==> src/rtl/gpio_irq_pkg.sv <==
// Shared constants and types for the GPIO interrupt bank.
// Assumes byte addressing with 32-bit aligned registers.
package gpio_irq_pkg;

    // Address map anchors
    localparam int unsigned PIN_BASE   = 32'h1000;  // per-pin groups, 16-byte stride
    localparam int unsigned ROUTE_BASE = 32'h0400;  // routing words, 4-byte stride

    // Bit positions inside the per-pin words
    localparam int CFG_OE_BIT = 9;
    localparam int IO_IN_BIT  = 0;
    localparam int IO_OUT_BIT = 1;
    localparam int IC_EN      = 0;
    localparam int IC_POL     = 1;
    localparam int IC_EDGE    = 2;
    localparam int IC_REC     = 3;
    localparam int ICFG_W     = 4;

    // Routing codes
    localparam int ROUTE_W = 3;
    localparam logic [ROUTE_W-1:0] ROUTE_MAIN = 3'd4;
    localparam logic [ROUTE_W-1:0] ROUTE_NONE = 3'd7;

    // Word select inside one pin group
    typedef enum logic [1:0] {
        SEL_CFG  = 2'd0,
        SEL_IO   = 2'd1,
        SEL_ICFG = 2'd2,
        SEL_FLAG = 2'd3
    } word_sel_e;

    // Per-pin write strobes produced by the decoder
    typedef struct packed {
        logic cfg;
        logic io;
        logic icfg;
        logic flag;
        logic route;
    } pin_wr_t;

    // Write-data fields a pin slice consumes
    typedef struct packed {
        logic                oe_v;
        logic                out_v;
        logic [ICFG_W-1:0]   icfg;
        logic                clr;
        logic [ROUTE_W-1:0]  route;
    } wr_field_t;

    // Stored per-pin state returned for reads
    typedef struct packed {
        logic                oe;
        logic                out_v;
        logic [ICFG_W-1:0]   icfg;
        logic                flag;
        logic [ROUTE_W-1:0]  route;
    } pin_state_t;

endpackage

==> src/rtl/gpio_input_sync.sv <==
// Two-flop synchroniser for all pin inputs.
// Assumes inputs are asynchronous; no metastability modelling.
module gpio_input_sync #(
    parameter int NUM_PINS = 8
) (
    input  logic                clk,
    input  logic                rst_n,
    input  logic [NUM_PINS-1:0] pin_in,
    output logic [NUM_PINS-1:0] pin_sync
);

    logic [NUM_PINS-1:0] stage1_q;
    logic [NUM_PINS-1:0] stage2_q;

    // Shift the raw inputs through two flops
    always_ff @(posedge clk) begin
        if (!rst_n) begin
            stage1_q <= '0;
            stage2_q <= '0;
        end else begin
            stage1_q <= pin_in;
            stage2_q <= stage1_q;
        end
    end

    assign pin_sync = stage2_q;

    // second stage always equals the first stage one cycle earlier
    p_sync_chain_r3: assert property (@(posedge clk) disable iff (!rst_n)
        stage2_q == $past(stage1_q));

endmodule

==> src/rtl/gpio_bus_decode.sv <==
// Address decoder: per-pin write strobes, read hits and word select.
// Assumes the routing window and the pin window do not overlap.
module gpio_bus_decode
    import gpio_irq_pkg::*;
#(
    parameter int NUM_PINS = 8,
    parameter int ADDR_W   = 16
) (
    input  logic                         bus_wr,
    input  logic [ADDR_W-1:0]            bus_addr,
    output pin_wr_t   [NUM_PINS-1:0]     wr_v,
    output logic      [NUM_PINS-1:0]     hit_pin,
    output logic      [NUM_PINS-1:0]     hit_route,
    output word_sel_e                    sel,
    output logic                         any_hit
);

    logic aligned;

    assign aligned = (bus_addr[1:0] == 2'b00);
    assign sel     = word_sel_e'(bus_addr[3:2]);

    for (genvar n = 0; n < NUM_PINS; n++) begin : g_pin
        localparam logic [ADDR_W-5:0] PIN_TAG   = (ADDR_W-4)'((PIN_BASE >> 4) + n);
        localparam logic [ADDR_W-3:0] ROUTE_TAG = (ADDR_W-2)'((ROUTE_BASE >> 2) + n);

        // Match this pin's group and routing word
        always_comb begin
            hit_pin[n]     = aligned && (bus_addr[ADDR_W-1:4] == PIN_TAG);
            hit_route[n]   = aligned && (bus_addr[ADDR_W-1:2] == ROUTE_TAG);
            wr_v[n].cfg    = bus_wr && hit_pin[n] && (sel == SEL_CFG);
            wr_v[n].io     = bus_wr && hit_pin[n] && (sel == SEL_IO);
            wr_v[n].icfg   = bus_wr && hit_pin[n] && (sel == SEL_ICFG);
            wr_v[n].flag   = bus_wr && hit_pin[n] && (sel == SEL_FLAG);
            wr_v[n].route  = bus_wr && hit_route[n];
        end
    end

    assign any_hit = |{hit_pin, hit_route};

endmodule

==> src/rtl/gpio_pin_slice.sv <==
// One pin: stored registers, event detection, flag and pending terms.
// Assumes pin_sync is already synchronised to clk.
module gpio_pin_slice
    import gpio_irq_pkg::*;
(
    input  logic       clk,
    input  logic       rst_n,
    input  pin_wr_t    wr,
    input  wr_field_t  wf,
    input  logic       pin_sync,
    output pin_state_t state,
    output logic       pending,
    output logic       routed
);

    logic               oe_q;
    logic               out_q;
    logic [ICFG_W-1:0]  icfg_q;
    logic               flag_q;
    logic [ROUTE_W-1:0] route_q;
    logic               prev_q;
    logic               edge_hit;
    logic               lvl_hit;
    logic               event_now;
    logic               set_flag;
    logic               clr_flag;

    // Software-written configuration fields
    always_ff @(posedge clk) begin
        if (!rst_n) begin
            oe_q    <= 1'b0;
            out_q   <= 1'b0;
            icfg_q  <= '0;
            route_q <= ROUTE_NONE;
        end else begin
            if (wr.cfg)   oe_q    <= wf.oe_v;
            if (wr.io)    out_q   <= wf.out_v;
            if (wr.icfg)  icfg_q  <= wf.icfg;
            if (wr.route) route_q <= wf.route;
        end
    end

    // Previous synchronised input for edge comparison
    always_ff @(posedge clk) begin
        if (!rst_n) prev_q <= 1'b0;
        else        prev_q <= pin_sync;
    end

    // Classify the current cycle's event
    always_comb begin
        edge_hit  = icfg_q[IC_POL] ? (pin_sync && !prev_q) : (!pin_sync && prev_q);
        lvl_hit   = (pin_sync == icfg_q[IC_POL]);
        event_now = icfg_q[IC_EDGE] ? edge_hit : lvl_hit;
        set_flag  = event_now && icfg_q[IC_REC];
        clr_flag  = wr.flag && wf.clr;
    end

    // Latched flag: a new recorded event outranks a clear
    always_ff @(posedge clk) begin
        if (!rst_n) flag_q <= 1'b0;
        else        flag_q <= set_flag || (flag_q && !clr_flag);
    end

    // Pending and routing qualifiers for the summary line
    always_comb begin
        pending = icfg_q[IC_EDGE] ? (flag_q || edge_hit) : lvl_hit;
        routed  = icfg_q[IC_EN] && (route_q == ROUTE_MAIN);
    end

    assign state = '{oe: oe_q, out_v: out_q, icfg: icfg_q, flag: flag_q, route: route_q};

    // the flag can only rise when recording was on
    p_flag_needs_record_r5: assert property (@(posedge clk) disable iff (!rst_n)
        $rose(flag_q) |-> $past(icfg_q[IC_REC]));

    // a set flag survives every cycle without a clear write
    p_flag_sticky_r9: assert property (@(posedge clk) disable iff (!rst_n)
        (flag_q && !(wr.flag && wf.clr)) |=> flag_q);

    // a clear with recording off always empties the flag
    p_flag_clear_r9: assert property (@(posedge clk) disable iff (!rst_n)
        (wr.flag && wf.clr && !icfg_q[IC_REC]) |=> !flag_q);

    // a configuration write sets the output enable on the next cycle
    p_oe_write_r2: assert property (@(posedge clk) disable iff (!rst_n)
        wr.cfg |=> (state.oe == $past(wf.oe_v)));

endmodule

==> src/rtl/gpio_irq_bank.sv <==
// GPIO bank top: decoder, synchroniser, one slice per pin, read mux
// and the registered summary interrupt.
// Assumes DATA_W > 9 and ADDR_W large enough for both windows.
module gpio_irq_bank
    import gpio_irq_pkg::*;
#(
    parameter int NUM_PINS = 8,
    parameter int ADDR_W   = 16,
    parameter int DATA_W   = 32
) (
    input  logic                clk,
    input  logic                rst_n,
    input  logic [ADDR_W-1:0]   bus_addr,
    input  logic                bus_wr,
    input  logic [DATA_W-1:0]   bus_wdata,
    output logic [DATA_W-1:0]   bus_rdata,
    input  logic [NUM_PINS-1:0] pin_in,
    output logic [NUM_PINS-1:0] pin_out,
    output logic [NUM_PINS-1:0] pin_oe,
    output logic                irq_summary
);

    pin_wr_t    [NUM_PINS-1:0] wr_v;
    logic       [NUM_PINS-1:0] hit_pin;
    logic       [NUM_PINS-1:0] hit_route;
    word_sel_e                 sel;
    logic                      any_hit;
    logic       [NUM_PINS-1:0] pin_sync;
    pin_state_t [NUM_PINS-1:0] st_v;
    logic       [NUM_PINS-1:0] pending_v;
    logic       [NUM_PINS-1:0] routed_v;
    wr_field_t                 wf;
    logic                      unused_wdata;
    logic       [DATA_W-1:0]   rd_word;
    logic       [DATA_W-1:0]   rdata_q;
    logic                      irq_q;

    // Pick out the write-data fields the slices consume
    always_comb begin
        wf.oe_v  = bus_wdata[CFG_OE_BIT];
        wf.out_v = bus_wdata[IO_OUT_BIT];
        wf.icfg  = bus_wdata[ICFG_W-1:0];
        wf.clr   = bus_wdata[0];
        wf.route = bus_wdata[ROUTE_W-1:0];
    end
    assign unused_wdata = ^{bus_wdata[DATA_W-1:CFG_OE_BIT+1], bus_wdata[CFG_OE_BIT-1:ICFG_W]};

    gpio_bus_decode #(.NUM_PINS(NUM_PINS), .ADDR_W(ADDR_W)) u_decode (
        .bus_wr    (bus_wr),
        .bus_addr  (bus_addr),
        .wr_v      (wr_v),
        .hit_pin   (hit_pin),
        .hit_route (hit_route),
        .sel       (sel),
        .any_hit   (any_hit)
    );

    gpio_input_sync #(.NUM_PINS(NUM_PINS)) u_sync (
        .clk      (clk),
        .rst_n    (rst_n),
        .pin_in   (pin_in),
        .pin_sync (pin_sync)
    );

    for (genvar n = 0; n < NUM_PINS; n++) begin : g_slice
        gpio_pin_slice u_pin (
            .clk      (clk),
            .rst_n    (rst_n),
            .wr       (wr_v[n]),
            .wf       (wf),
            .pin_sync (pin_sync[n]),
            .state    (st_v[n]),
            .pending  (pending_v[n]),
            .routed   (routed_v[n])
        );
        assign pin_out[n] = st_v[n].out_v;
        assign pin_oe[n]  = st_v[n].oe;
    end

    // Format one pin-group word for the read mux
    function automatic logic [DATA_W-1:0] group_word(pin_state_t s, logic in_v, word_sel_e w);
        logic [DATA_W-1:0] v;
        v = '0;
        case (w)
            SEL_CFG:  v[CFG_OE_BIT] = s.oe;
            SEL_IO:   begin v[IO_IN_BIT] = in_v; v[IO_OUT_BIT] = s.out_v; end
            SEL_ICFG: v[ICFG_W-1:0] = s.icfg;
            default:  v[0] = s.flag;
        endcase
        return v;
    endfunction

    // Combine the one-hot read hits into a single word
    always_comb begin
        rd_word = '0;
        for (int n = 0; n < NUM_PINS; n++) begin
            if (hit_pin[n])
                rd_word = rd_word | group_word(st_v[n], pin_sync[n], sel);
            if (hit_route[n])
                rd_word = rd_word | DATA_W'(st_v[n].route);
        end
    end

    // Register the read data and the summary interrupt
    always_ff @(posedge clk) begin
        if (!rst_n) begin
            rdata_q <= '0;
            irq_q   <= 1'b0;
        end else begin
            rdata_q <= rd_word;
            irq_q   <= |(routed_v & pending_v);
        end
    end

    assign bus_rdata   = rdata_q;
    assign irq_summary = irq_q;

    // with no pin enabled and routed, the summary stays low next cycle
    p_unrouted_quiet_r8: assert property (@(posedge clk) disable iff (!rst_n)
        !(|routed_v) |=> !irq_summary);

    // an address that hits nothing reads back as zero
    p_unmapped_zero_r11: assert property (@(posedge clk) disable iff (!rst_n)
        !any_hit |=> (bus_rdata == '0));

    // at most one pin group is addressed at a time
    p_single_hit_r11: assert property (@(posedge clk) disable iff (!rst_n)
        $onehot0(hit_pin));

endmodule

==> config.mk <==
export PLATFORM = sky130hd
export DESIGN_NAME = gpio_irq_bank
export DESIGN_NICKNAME = d
export VERILOG_FILES = /design/src/rtl/gpio_irq_pkg.sv /design/src/rtl/gpio_input_sync.sv /design/src/rtl/gpio_bus_decode.sv /design/src/rtl/gpio_pin_slice.sv /design/src/rtl/gpio_irq_bank.sv
export SDC_FILE = /design/constraint.sdc
export NUM_CORES = 1
export LEC_CHECK = 0
export BUFFER_PORTS_ARGS = -buffer_cell sky130_fd_sc_hd__buf_2
export CELL_PAD_IN_SITES_DETAIL_PLACEMENT = 2
export CELL_PAD_IN_SITES_GLOBAL_PLACEMENT = 2
export CORE_MARGIN = 4
export CORE_UTILIZATION = 26
export CTS_CLUSTER_SIZE = 30
export DETAILED_ROUTE_END_ITERATION = 6
export PLACE_DENSITY = 0.65
export SLEW_MARGIN = 15
export SYNTH_ARGS = -nofsm -noshare
export SYNTH_HDL_FRONTEND = slang
export SYNTH_SLANG_ARGS = --single-unit
==> constraint.sdc <==
create_clock -name clk -period 2.18 [get_ports clk]
set_clock_uncertainty 0.1 [all_clocks]
set_input_delay 0.654 -clock clk [delete_from_list [all_inputs] [get_ports clk]]
set_output_delay 0.654 -clock clk [all_outputs]
set_load 0.05 [all_outputs]
# Yosys cells after proc, flatten, opt, wreduce, memory -nomap -nowiden
# Cells that the tools add are included.
[classes] n_eq_ne=35 reduce_logical=155 bitwise=16 n_mux=100
[op_table] op="32-bit two-way mux" count=15
[op_table] op="32-bit by 3-bit bitwise OR with 32-bit output" count=8
[op_table] op="32-bit by 10-bit bitwise OR with 32-bit output" count=7
[op_table] op="14-bit by 9-bit equality test with 1-bit output, second input constant" count=8
[op_table] op="1-bit logical AND" count=112
[op_table] op="12-bit by 9-bit equality test with 1-bit output, second input constant" count=8
[op_table] op="1-bit two-way mux" count=53
[op_table] op="2-bit two-way mux" count=15
[op_table] op="3-bit equality test, second input constant" count=8
[op_table] op="1-bit logical NOT" count=24
[op_table] op="1-bit case mux with 3 select lines" count=8
[op_table] op="1-bit logical OR" count=16
[op_table] op="1-bit case mux with 2 select lines" count=8
[op_table] op="10-bit two-way mux" count=1
[op_table] op="8-bit AND" count=1
[op_table] op="1-bit equality test" count=8
[op_table] op="8-bit OR reduction" count=1
[op_table] op="2-bit equality test, second input constant" count=2
[op_table] op="2-bit logical NOT" count=2
[op_table] op="2-bit by 1-bit equality test with 1-bit output, second input constant" count=1
[totals] wordCells=358 output_inout_bits=49 input_bits=59 regBits=137

# Longest topological paths before layout
# Gate-level depths: netlist (run 1).
[depth] ltp_word=33 depth_mapped=9 ltp_nobuf=7

# Hierarchy
# Synthesis (run 1) repeated with hierarchy kept, for this count alone.
[unflattened] hier_cells=624 area_unflattened_um2=5780.5
[modules_own_cells] module="gpio_pin_slice" n_inst=8 cells_per_inst=44 seq_area_each_um2=220.2 area_each_um2=459.2
[modules_own_cells] module="gpio_irq_bank" n_inst=1 cells_per_inst=122 seq_area_each_um2=120.1 area_each_um2=1007.2
[modules_own_cells] module="gpio_bus_decode" n_inst=1 cells_per_inst=117 seq_area_each_um2=0.0 area_each_um2=653.1
[modules_own_cells] module="gpio_input_sync" n_inst=1 cells_per_inst=33 seq_area_each_um2=320.3 area_each_um2=446.7

# Worst setup path before layout (run 1)
# OpenSTA, ideal clock, no wires.
[synth_timing] path_type="input -> register" from="input port bus_addr[2]" to="register rdata_q[0], in the netlist bus_rdata[0]" t_required_ns=1.955 t_arrival_ns=2.145 slack_ns=-0.190 stages=8 setup_time_ns=0.125 n_path_buf=1 cell_sequence="inv_1 -> ha_1 -> buf_2 -> a22o_1 -> a221oi_1 -> nor4_1 -> a221o_1 -> o41a_1"
[synth_via] elab_chain_cells=33
[synth_rtl] element="start: declaration" line_no="gpio_irq_bank.sv:13" source="input logic [ADDR_W-1:0] bus_addr,"
[synth_rtl] element="2-bit equality test (tied with other cells)" line_no="gpio_irq_bank.sv:84" source="case (w)"
[synth_rtl] element="1-bit case mux with 3 select lines" line_no="gpio_irq_bank.sv:84"
[synth_rtl] element="10-bit two-way mux" line_no="gpio_irq_bank.sv:97" source="if (hit_pin[n])"
[synth_rtl] element="32-bit by 3-bit bitwise OR with 32-bit output" line_no="gpio_irq_bank.sv:100" source="rd_word = rd_word | DATA_W'(st_v[n].route);"
[synth_rtl] element="32-bit two-way mux" line_no="gpio_irq_bank.sv:99" source="if (hit_route[n])"
[synth_rtl] element="32-bit by 10-bit bitwise OR with 32-bit output" line_no="gpio_irq_bank.sv:98" source="rd_word = rd_word | group_word(st_v[n], pin_sync[n], sel);"
[synth_rtl] element="32-bit two-way mux" line_no="gpio_irq_bank.sv:97"
[synth_rtl] element="32-bit by 3-bit bitwise OR with 32-bit output" line_no="gpio_irq_bank.sv:100"
[synth_rtl] element="[... 17 more ...]"
[synth_rtl] element="32-bit by 10-bit bitwise OR with 32-bit output" line_no="gpio_irq_bank.sv:98"
[synth_rtl] element="32-bit two-way mux" line_no="gpio_irq_bank.sv:97"
[synth_rtl] element="32-bit by 3-bit bitwise OR with 32-bit output" line_no="gpio_irq_bank.sv:100"
[synth_rtl] element="32-bit two-way mux" line_no="gpio_irq_bank.sv:99"
[synth_rtl] element="32-bit by 10-bit bitwise OR with 32-bit output" line_no="gpio_irq_bank.sv:98"
[synth_rtl] element="32-bit two-way mux" line_no="gpio_irq_bank.sv:97"
[synth_rtl] element="32-bit by 3-bit bitwise OR with 32-bit output" line_no="gpio_irq_bank.sv:100"
[synth_rtl] element="32-bit two-way mux *" line_no="gpio_irq_bank.sv:99"
[synth_rtl] element="end signal: assignment" line_no="gpio_irq_bank.sv:110" source="rdata_q <= rd_word;"
[synth_rtl] element="end: declaration" line_no="gpio_irq_bank.sv:35" source="logic [DATA_W-1:0] rdata_q;"
# Every way passes the cells marked *; elsewhere a longest branch is shown, timed or not. The select of a mux whose other input is x is not followed.
# A chain may end at the register's enable or synchronous reset.

# Worst setup path after layout (run 1)
[layout_timing] from="input port bus_addr[3]" to="register rdata_q[0], in the netlist bus_rdata[0]"
# The elaborated chain is that of the path after synthesis.

==> results of run 1 <==
report_power, final:
group	total [W]	internal [W]	switching, W	leakage (nW)
clock	0.00169	0.000921	0.000767	0.143
combinational	0.000516	0.000169	0.000347	1.79
sequential	0.00204	0.00203	0.0000121	0.891
how the worst min path moves through the flow:
stage / start / endpoint / slack [ns]
2_1_floorplan: u_sync.stage1_q[0] / u_sync.pin_sync[0] / 0.31
3_3_place_gp: u_sync.stage1_q[4] / u_sync.pin_sync[4] / 0.32
3_5_place_dp: u_sync.stage1_q[3] / u_sync.pin_sync[3] / 0.33
4_1_cts: u_sync.stage1_q[3] / u_sync.pin_sync[3] / 0.34
5_1_grt: u_sync.stage1_q[6] / u_sync.pin_sync[6] / 0.36
6_report: u_sync.stage1_q[0] / u_sync.pin_sync[0] / 0.34
synth_stat cells (all sizes together), types with 2 or more instances:
library cell  number
a211o              2
o22a               3
nor4b              3
nor4               7
and3               2
clkbuf            22
nand2             83
o41a               2
mux2               2
dfxtp            110
and2              26
nor3              18
buf               62
nand3              8
and4               2
nand4             15
nor4bb             2
a22oi             23
a22o               5
a31oi              4
mux2i             50
a41oi              2
a221oi             7
inv                5
nor2b              7
ha                 5
mux4               2
a2111oi            5
o21ai             41
a21oi             43
o31ai              2
nand2b            11
nand4b             3
nor2              47
a21boi             6
cells by family (layout without fill, tap and decap cells):
| kind of cell | count (synthesis) | count (layout) |
|---|---|---|
| AOI/OAI and AO/OA | 152 | 152 |
| buffers and inverters | 89 | 159 |
| other | 1 | 27 |
| DFF | 110 | 110 |
| muxes | 54 | 54 |
| adders and majority gates | 5 | 5 |
| and+or+nand+nor | 237 | 237 |
placed cells by master, fill, tap and decap left out, drive strengths merged, types with 3 or more instances in the layout:
| cell | synthesis | final |
|---|---|---|
| nor2b | 7 | 7 |
| a22o | 5 | 5 |
| a22oi | 23 | 23 |
| a21oi | 43 | 43 |
| nor2 | 47 | 47 |
| and2 | 26 | 26 |
| a2111oi | 5 | 5 |
| o21ai | 41 | 41 |
| nand2b | 11 | 11 |
| nor4b | 3 | 3 |
| inv | 5 | 5 |
| buf | 62 | 139 |
| dfxtp | 110 | 110 |
| nand4b | 3 | 3 |
| nand4 | 15 | 15 |
| a221oi | 7 | 7 |
| nand3 | 8 | 8 |
| a31oi | 4 | 4 |
| nor3 | 18 | 18 |
| mux2i | 50 | 50 |
| conb | 1 | 27 |
| a21boi | 6 | 6 |
| o22a | 3 | 3 |
| clkbuf | 22 | 12 |
| nand2 | 83 | 83 |
| ha | 5 | 5 |
| nor4 | 7 | 7 |
what timing repair did:
action,4_1_cts,5_1_grt
setup endpoints to repair,4,4
setup buffers,3,0
resized for setup,7,10
pin swaps,3,6
metrics by stage:
step	TNS [ns]	std cells	area [um2]	setup slack, ns
4_1_cts	0	1024	7100	0.00815
6_report	0	1024	7140	0.0312
5_1_grt	-0.0541	1024	7140	-0.0541
2_1_floorplan	-0.270	674	5890	-0.0974
3_3_place_gp	-14.26	1006	6750	-0.494
3_5_place_dp	-19.13	1006	6750	-0.597
layout make-up:
class	instances	area (um2)	share of cell area, %
multi-input combinational	475	3200	44.9
timing repair buffer	139	1080	15.1
inverter	5	18.8	0.263
clock inverter	3	43.8	0.613
sequential	110	2200	30.8
tap	280	350	4.90
clock buffer	12	246	3.45
registers in the layout, indices dropped and copies added, names as in the netlist:
name and count:
g_slice.u_pin.icfg_q 32, g_slice.u_pin.route_q 24, g_slice.u_pin.flag_q 8, g_slice.u_pin.oe_q 8, g_slice.u_pin.out_q 8, g_slice.u_pin.prev_q 8, u_sync.pin_sync 8, u_sync.stage1_q 8
bus_rdata 5, irq_summary 1
metal layers:
| metal | routed length [um] | global-route usage [%] | up-vias |
|---|---|---|---|
| met5 | 0 | 0 | - |
| met4 | 482 | 5.58 | 0 |
| met3 | 617 | 2.27 | 26 |
| met2 | 10700 | 31.1 | 92 |
| met1 | 9520 | 21.7 | 2562 |
| li1 | - | - | 2430 |
worst max-delay path, cell delays in order:
cell and delay [ns]:
sky130_fd_sc_hd__buf_6 0.10, sky130_fd_sc_hd__buf_6 0.12, sky130_fd_sc_hd__ha_4 0.20, sky130_fd_sc_hd__a22o_1 0.25
sky130_fd_sc_hd__mux4_2 0.44, sky130_fd_sc_hd__nand3_1 0.10, sky130_fd_sc_hd__o21ai_1 0.10, sky130_fd_sc_hd__o41a_1 0.33
==> run summary, run 1 <==
The final-report hold violation count came out at 0. In this run the worst setup path terminates at bus_rdata[0]. The leakage power figure came out at 2.82 nW. The time the worst path needs with I/O delays and setup is 2.15 ns. The slew of the pin with the lowest slew margin came out at 0.546 ns. The detailed placer's ending HPWL came out at 16200 um.

Input and output buffers added on the ports amount to 53. The synthesis warning total came out at 0. By area the synthesized netlist is led by sky130_fd_sc_hd__dfxtp_1 (38%), sky130_fd_sc_hd__mux2i_1 (8.7%), sky130_fd_sc_hd__buf_4 (5.9%). The total CTS buffers came out at 9. The startpoint identified for the worst register-to-register timing path is u_sync.pin_sync[5]. The fraction of synthesized cell area taken by the top area cell type is 38.3%. The areal power density over the cells came out at 594 nW/um2. The region available for standard cell placement spans 21800 um2. For this configuration, the core starts out at a cell density of 26.4%. The post-synthesis instance area came out at 5750 um2. In this run, synthesis produced a sequential element count of 110. Of the available clock period, the critical path in the final layout requires 98.6%.

TritonCTS built the clock tree. The maximum number of pins on one net before global-route repair came out at 59. The critical path is of the in -> reg type.

The die footprint is 24500 um2. Setup repair after global routing could not meet its margin everywhere. The detailed router placed 5110 vias in this run.

Timing would allow up to 0.465 GHz. The root cell of the clock tree is sky130_fd_sc_hd__clkbuf_16. The global-route wire length before repair is 33100 um.

The die outline width came out at 157 um. The count of flip-flops with a built-in enable after synthesis came out at 0. At the later pin of the worst-skew pair, clock insertion delay measures 0.36 ns. After synthesis, the largest family of logic cells by area is simple AND/OR/NAND/NOR gates. Summing the areas of all compound-gate instances in the mapped netlist gives 16.9% of the synthesized area.

The count of filler cells inserted in the layout is 2429. In this run the critical register-to-register path is captured at irq_summary. Cells fill 32.8% of the core in the end. The total congestion overflow is 0. The net total in the final layout is 804. The number of placement rows is 54.

The worst-case vdd ir drop is 299 uV. After synthesis, the share of cell area in mux cells is 9.89%. The synthesized design spends more area on one cell type than any other, namely sky130_fd_sc_hd__dfxtp_1. The first-pass detailed-route iteration total is 4. The final weighted congestion in routability-driven placement came out at 0.918. The routed length per instance came out at 20.8 um. The iteration-0 DRC count of the detailed router is 251. The post-route netlist has 26.2% of its cells at a drive strength greater than 1. Synthesis instantiated 63 different standard cells from the library. Counting every sink on the clock net gives 110.

The design draws 0.00424 W. The synthesized netlist devotes 1.09% of its cell area to adder and majority cells. The via density per instance is 4.99. The beginning of the critical path is bus_addr[3]. The via count of the first global-routing pass is 5714. The average cell area after synthesis is 8.87 um2.

Synthesis produced 648 cells. Data on the critical path is required at its endpoint by 2.32 ns. After clock tree synthesis, the clock-pin slew on the worst setup and hold paths is 0.07 ns.

In this run the worst hold path is classified as reg -> reg. For this run, design rule violations remaining after detail routing come to 0. The clock passes through at most 2 buffers.

The count of boundary I/O pins is 108. The growth of design area from synthesis to finish came out at 24.3%. The number of antenna violations at the first check in global routing came out at 0. The register-to-register path setup slack came out at 0.25 ns. In this run the worst path has a maximum fanout of 6. The worst-case hold slack is 0.340 ns. The wire length reported by the detailed router came out at 21300 um. The worst-case headroom to the max-slew limit came out at 63.1%. The number of inserted diodes came out at 0. Across the run, the number of max-cap violations was 0. After Yosys synthesis, and, or, nand and nor cells account for 24.6% of the synthesized area. STA classifies the critical path endpoint as a register. The proportion of register bits with asynchronous set or reset after synthesis came out at 0%. The number of instances on the worst hold path is 1. The count of H-tree levels built during CTS is 3. The count of hold buffers inserted by post-cts repair came out at 0. Among all flip-flop cells after synthesis, the most frequent one is sky130_fd_sc_hd__dfxtp_1. The number of failing setup endpoints in the final timing report is 0. The number of cell instances on the worst register-to-register path came out at 6. The data arrival time of the critical path came out at 2.29 ns. The worst setup path is launched from an input port. The number of pins exceeding their max-slew limit in the final report came out at 0. The height of the die is 157 um.

Sequential cells were found to cover 38.3% of the synthesized design area. The total routing resource utilization after global routing came out at 17.4%. The synthesized netlist devotes 0% of its cell area to XOR and XNOR gates.

The count of antenna-violating nets left after detailed routing is 0. The run finished with clean final reports.
(Power assumes the default switching activity.)
==> inputs of run 2 (changes only) <==
==> constraint.sdc (replaced) <==
create_clock -name clk -period 2.18 [get_ports clk]
set_clock_uncertainty 0.1 [all_clocks]
set_input_delay 0.109 -clock clk [delete_from_list [all_inputs] [get_ports clk]]
set_output_delay 0.109 -clock clk [all_outputs]
set_load 0.05 [all_outputs]
==> run 2 against run 1 <==
Wire length shrank 4.9%. Power up 3.1%. Combinational power fell by 12%. Sequential cell count unchanged. Utilization is 2.1 points lower.
==> run summary, run 2 (same netlist as run 1, synthesis figures left out) <==
The setup TNS is 0 ns (unchanged). The post-route cell area is 6690 um2 (-6.3%). The slew of the pin with the lowest slew margin is 0.593 ns (+0.0471 ns). The detailed placer's ending HPWL came out at 15100 um (-6.8%). The growth of design area from synthesis to finish came out at 16.4%. The cell count after placement came out at 954 (-5.2%). The iteration-0 DRC count of the detailed router is 263 (+4.8%). Setup repair after global routing left no endpoint under its margin. The areal power density over the cells is 654 nW/um2 (+10%). The die outline width came out at 157 um (unchanged). The endpoint identified for the worst register-to-register timing path is irq_summary. The number of cells in the finished layout apart from fillers came to 981 (-4.2%). The slowest stage of the critical path belongs to the cell sky130_fd_sc_hd__dfxtp_1. The number of pins exceeding their max-slew limit in the final report came out at 0 (unchanged). Traced cell by cell, the critical path runs through a21boi_0 -> a22oi_1 -> a2111oi_0 -> buf_4 -> nor4_1 -> a31oi_1. The worst-case vdd ir drop was 365 uV (+22%). The kind of critical path is reg -> reg. The worst-case headroom to the max-slew limit was 60.2% (-2.9 points). The net total in the final layout was 760 (-5.5%).

The largest stage delay on the critical path was 0.43 ns (about the same). The critical path ends at irq_summary. The switching part of the total power came to 26.8% (+0.27 points). The number of inserted diodes came out at 0 (unchanged). The sequential standard cell area came out at 2200 um2 (unchanged). The area occupied by multi-input gates is 3120 um2 (-2.7%). The flow ran to the end, and the final reports show no timing, DRC or antenna violations. The critical path starts at g_slice[4].u_pin.icfg_q[2]. The total via count in the routed design came out at 4954 (-3.1%). The most common cell after layout, fill and taps aside is sky130_fd_sc_hd__dfxtp_1. The clock slew at the register clock pins of the worst setup and hold paths came out at 0.08 ns (about the same). The register share of total power is 46.5% (-1.5 points). The final weighted congestion in routability-driven placement came out at 0.910 (-0.90%). The share of layout cells above drive strength 1 is 18.5% (-7.7 points). The first-pass detailed-route iteration total is 4 (unchanged). The cell family contributing the most delay on the critical path is compound AO/OA/AOI/OAI gates. The later-pin clock latency in the skew report came out at 0.37 ns (about the same). The count of filler cells inserted in the layout is 2441 (+0.49%). The count of H-tree levels built during CTS is 3 (unchanged). The setup slack at placement came out at -0.0159 ns (+0.581 ns).

The largest registers in the layout are g_slice.u_pin.icfg_q x32, g_slice.u_pin.route_q x24. The data arrival time of the critical path was 2.00 ns (-0.29 ns). The kind of end point of the critical path is a register.

The proportion of power drawn by combinational gates is 10.4% (-1.8 points). The achievable frequency was 0.533 GHz (+14%). The initial standard-cell utilization of the core is 26.4% (unchanged). The via count of the first global-routing pass is 5395 (-5.6%). The wire length reported by the detailed router came out at 20300 um (-4.9%).

The maximum number of pins on one net before global-route repair is 53 (-10%). The routed length per instance is 20.7 um (-0.69%). The post-route fraction of the period consumed by the critical path is 86.1% (-12 points). The part of the power in the clock network came out at 43.1% (+3.3 points). The total congestion overflow came out at 0 (unchanged). The height of the die came out at 157 um (unchanged). The final worst slack came out at 0.303 ns (+0.272 ns).

The die footprint came out at 24500 um2 (unchanged). The highest fanout seen on the critical path is 5 (-1). The worst hold path belongs to the class in -> reg. The number of cell instances on the worst register-to-register path is 6 (unchanged). The worst register-to-register path begins at g_slice[4].u_pin.icfg_q[2]. The total clock sinks is 110 (unchanged). The area of the core region came out at 21800 um2 (unchanged). The critical path required time was 2.30 ns (-0.02 ns). The via density per instance came to 5.05 (+1.2%). The total placed instance area is 6250 um2 (-7.5%). The count of boundary I/O pins is 108 (unchanged). The TritonCTS clock tree is done.

The maximum number of buffers from clock root to sink came out at 2 (unchanged). The leakage power figure came out at 2.55 nW (-9.5%). The number of flip-flops in the largest register is 32 (unchanged). The tree is rooted in a sky130_fd_sc_hd__clkbuf_16. The total CTS buffers is 9 (unchanged). The DRC violations left is 0 (unchanged). The total of max-cap violations came out at 0 (unchanged). The global-route wire length before repair is 31400 um (-5.1%).

More flip-flops sit in one register than any other, and that register is g_slice.u_pin.icfg_q. The post-cts repair resize count came to 0 (-7). In the layout the commonest cells are sky130_fd_sc_hd__dfxtp_1 (110), sky130_fd_sc_hd__nand2_1 (80), sky130_fd_sc_hd__buf_2 (53). The number of failing setup endpoints in the final timing report is 0 (unchanged). The number of placement rows is 54 (unchanged). The number of buffer and inverter instances along the worst setup path is 1 (-1). The number of port buffers is 53 (unchanged).

The register-to-register path setup slack came to 0.30 ns (+0.05 ns). The total routing resource utilization after global routing came out at 16.7% (-0.75 points). The count of antenna-violating nets left after detailed routing is 0 (unchanged). The time the worst path needs with I/O delays and setup is 1.88 ns (-0.272 ns). The number of antenna violations at the first check in global routing came out at 0 (unchanged). The internal power component came out at 0.00320 W (+2.7%).

The total stage count of the critical path came out at 6 (-2). The final-report hold violation count is 0 (unchanged). The switching power total came to 0.00117 W (+4.2%). The startpoint class of the critical path is a register.
==> run 2: final cells by class <==
type                            count  area share (%)
Clock inverter                      6            1.37
Clock buffer                       10            3.57
Sequential cell                   110            32.9
Tap cell                          280            5.24
Inverter                            5           0.281
Multi-Input combinational cell    475            46.6
Timing Repair Buffer               95            10.0
==> run 2: stage by stage <==
step	utilization (%)	hold WS (ns)	power (W)
after global placement	28.7	0.216	0.00251
after CTS	30.8	0.0635	0.00442
after global routing	30.8	0.107	0.00453
after detailed placement	28.7	0.220	0.00252
after floorplan	-	0.136	0.00240
final	30.8	0.0950	0.00437
==> run 2: timing repair <==
item                                   CTS  global route
endpoints found under the hold margin   13             0
buffers inserted                         0             0
hold buffers                            11             0
==> run 2: worst min path at each step <==
stage	from	endpoint	slack, ns	cells past startpoint
6_report	bus_wr	g_slice[0].u_pin.out_q	0.1	3
5_1_grt	bus_wr	g_slice[4].u_pin.out_q	0.11	3
4_1_cts	bus_wr	g_slice[0].u_pin.out_q	0.06	3
3_5_place_dp	pin_in[0]	u_sync.stage1_q[0]	0.22	2
3_3_place_gp	pin_in[3]	u_sync.stage1_q[3]	0.22	2
2_1_floorplan	pin_in[0]	u_sync.stage1_q[0]	0.14	1
==> run 2: routing by layer <==
layer | track usage [%] | up-vias | part of all wire [%]
li1 | - | 2339 | -
met1 | 21.6 | 2507 | 46
met2 | 28.8 | 93 | 50
met3 | 1.47 | 15 | 2.9
met4 | 6.03 | 0 | 1.5
met5 | 0 | - | 0
==> run 2: worst register-to-register path, cell delays in order (launching register included) <==
cell                        delay [ns]
sky130_fd_sc_hd__dfxtp_1          0.43
sky130_fd_sc_hd__a21boi_0         0.13
sky130_fd_sc_hd__a22oi_1          0.32
sky130_fd_sc_hd__a2111oi_0        0.17
sky130_fd_sc_hd__buf_4            0.17
sky130_fd_sc_hd__nor4_1           0.24
sky130_fd_sc_hd__a31oi_1          0.17
==> run 2: power groups by stage <==
stage               sequential [W]  clock, W  combinational [W]
floorplan                  0.00208         0           0.000318
global placement           0.00208         0           0.000429
detailed placement         0.00208         0           0.000436
CTS                        0.00204   0.00194           0.000453
global route               0.00204   0.00200           0.000485
finish                     0.00204   0.00189           0.000453
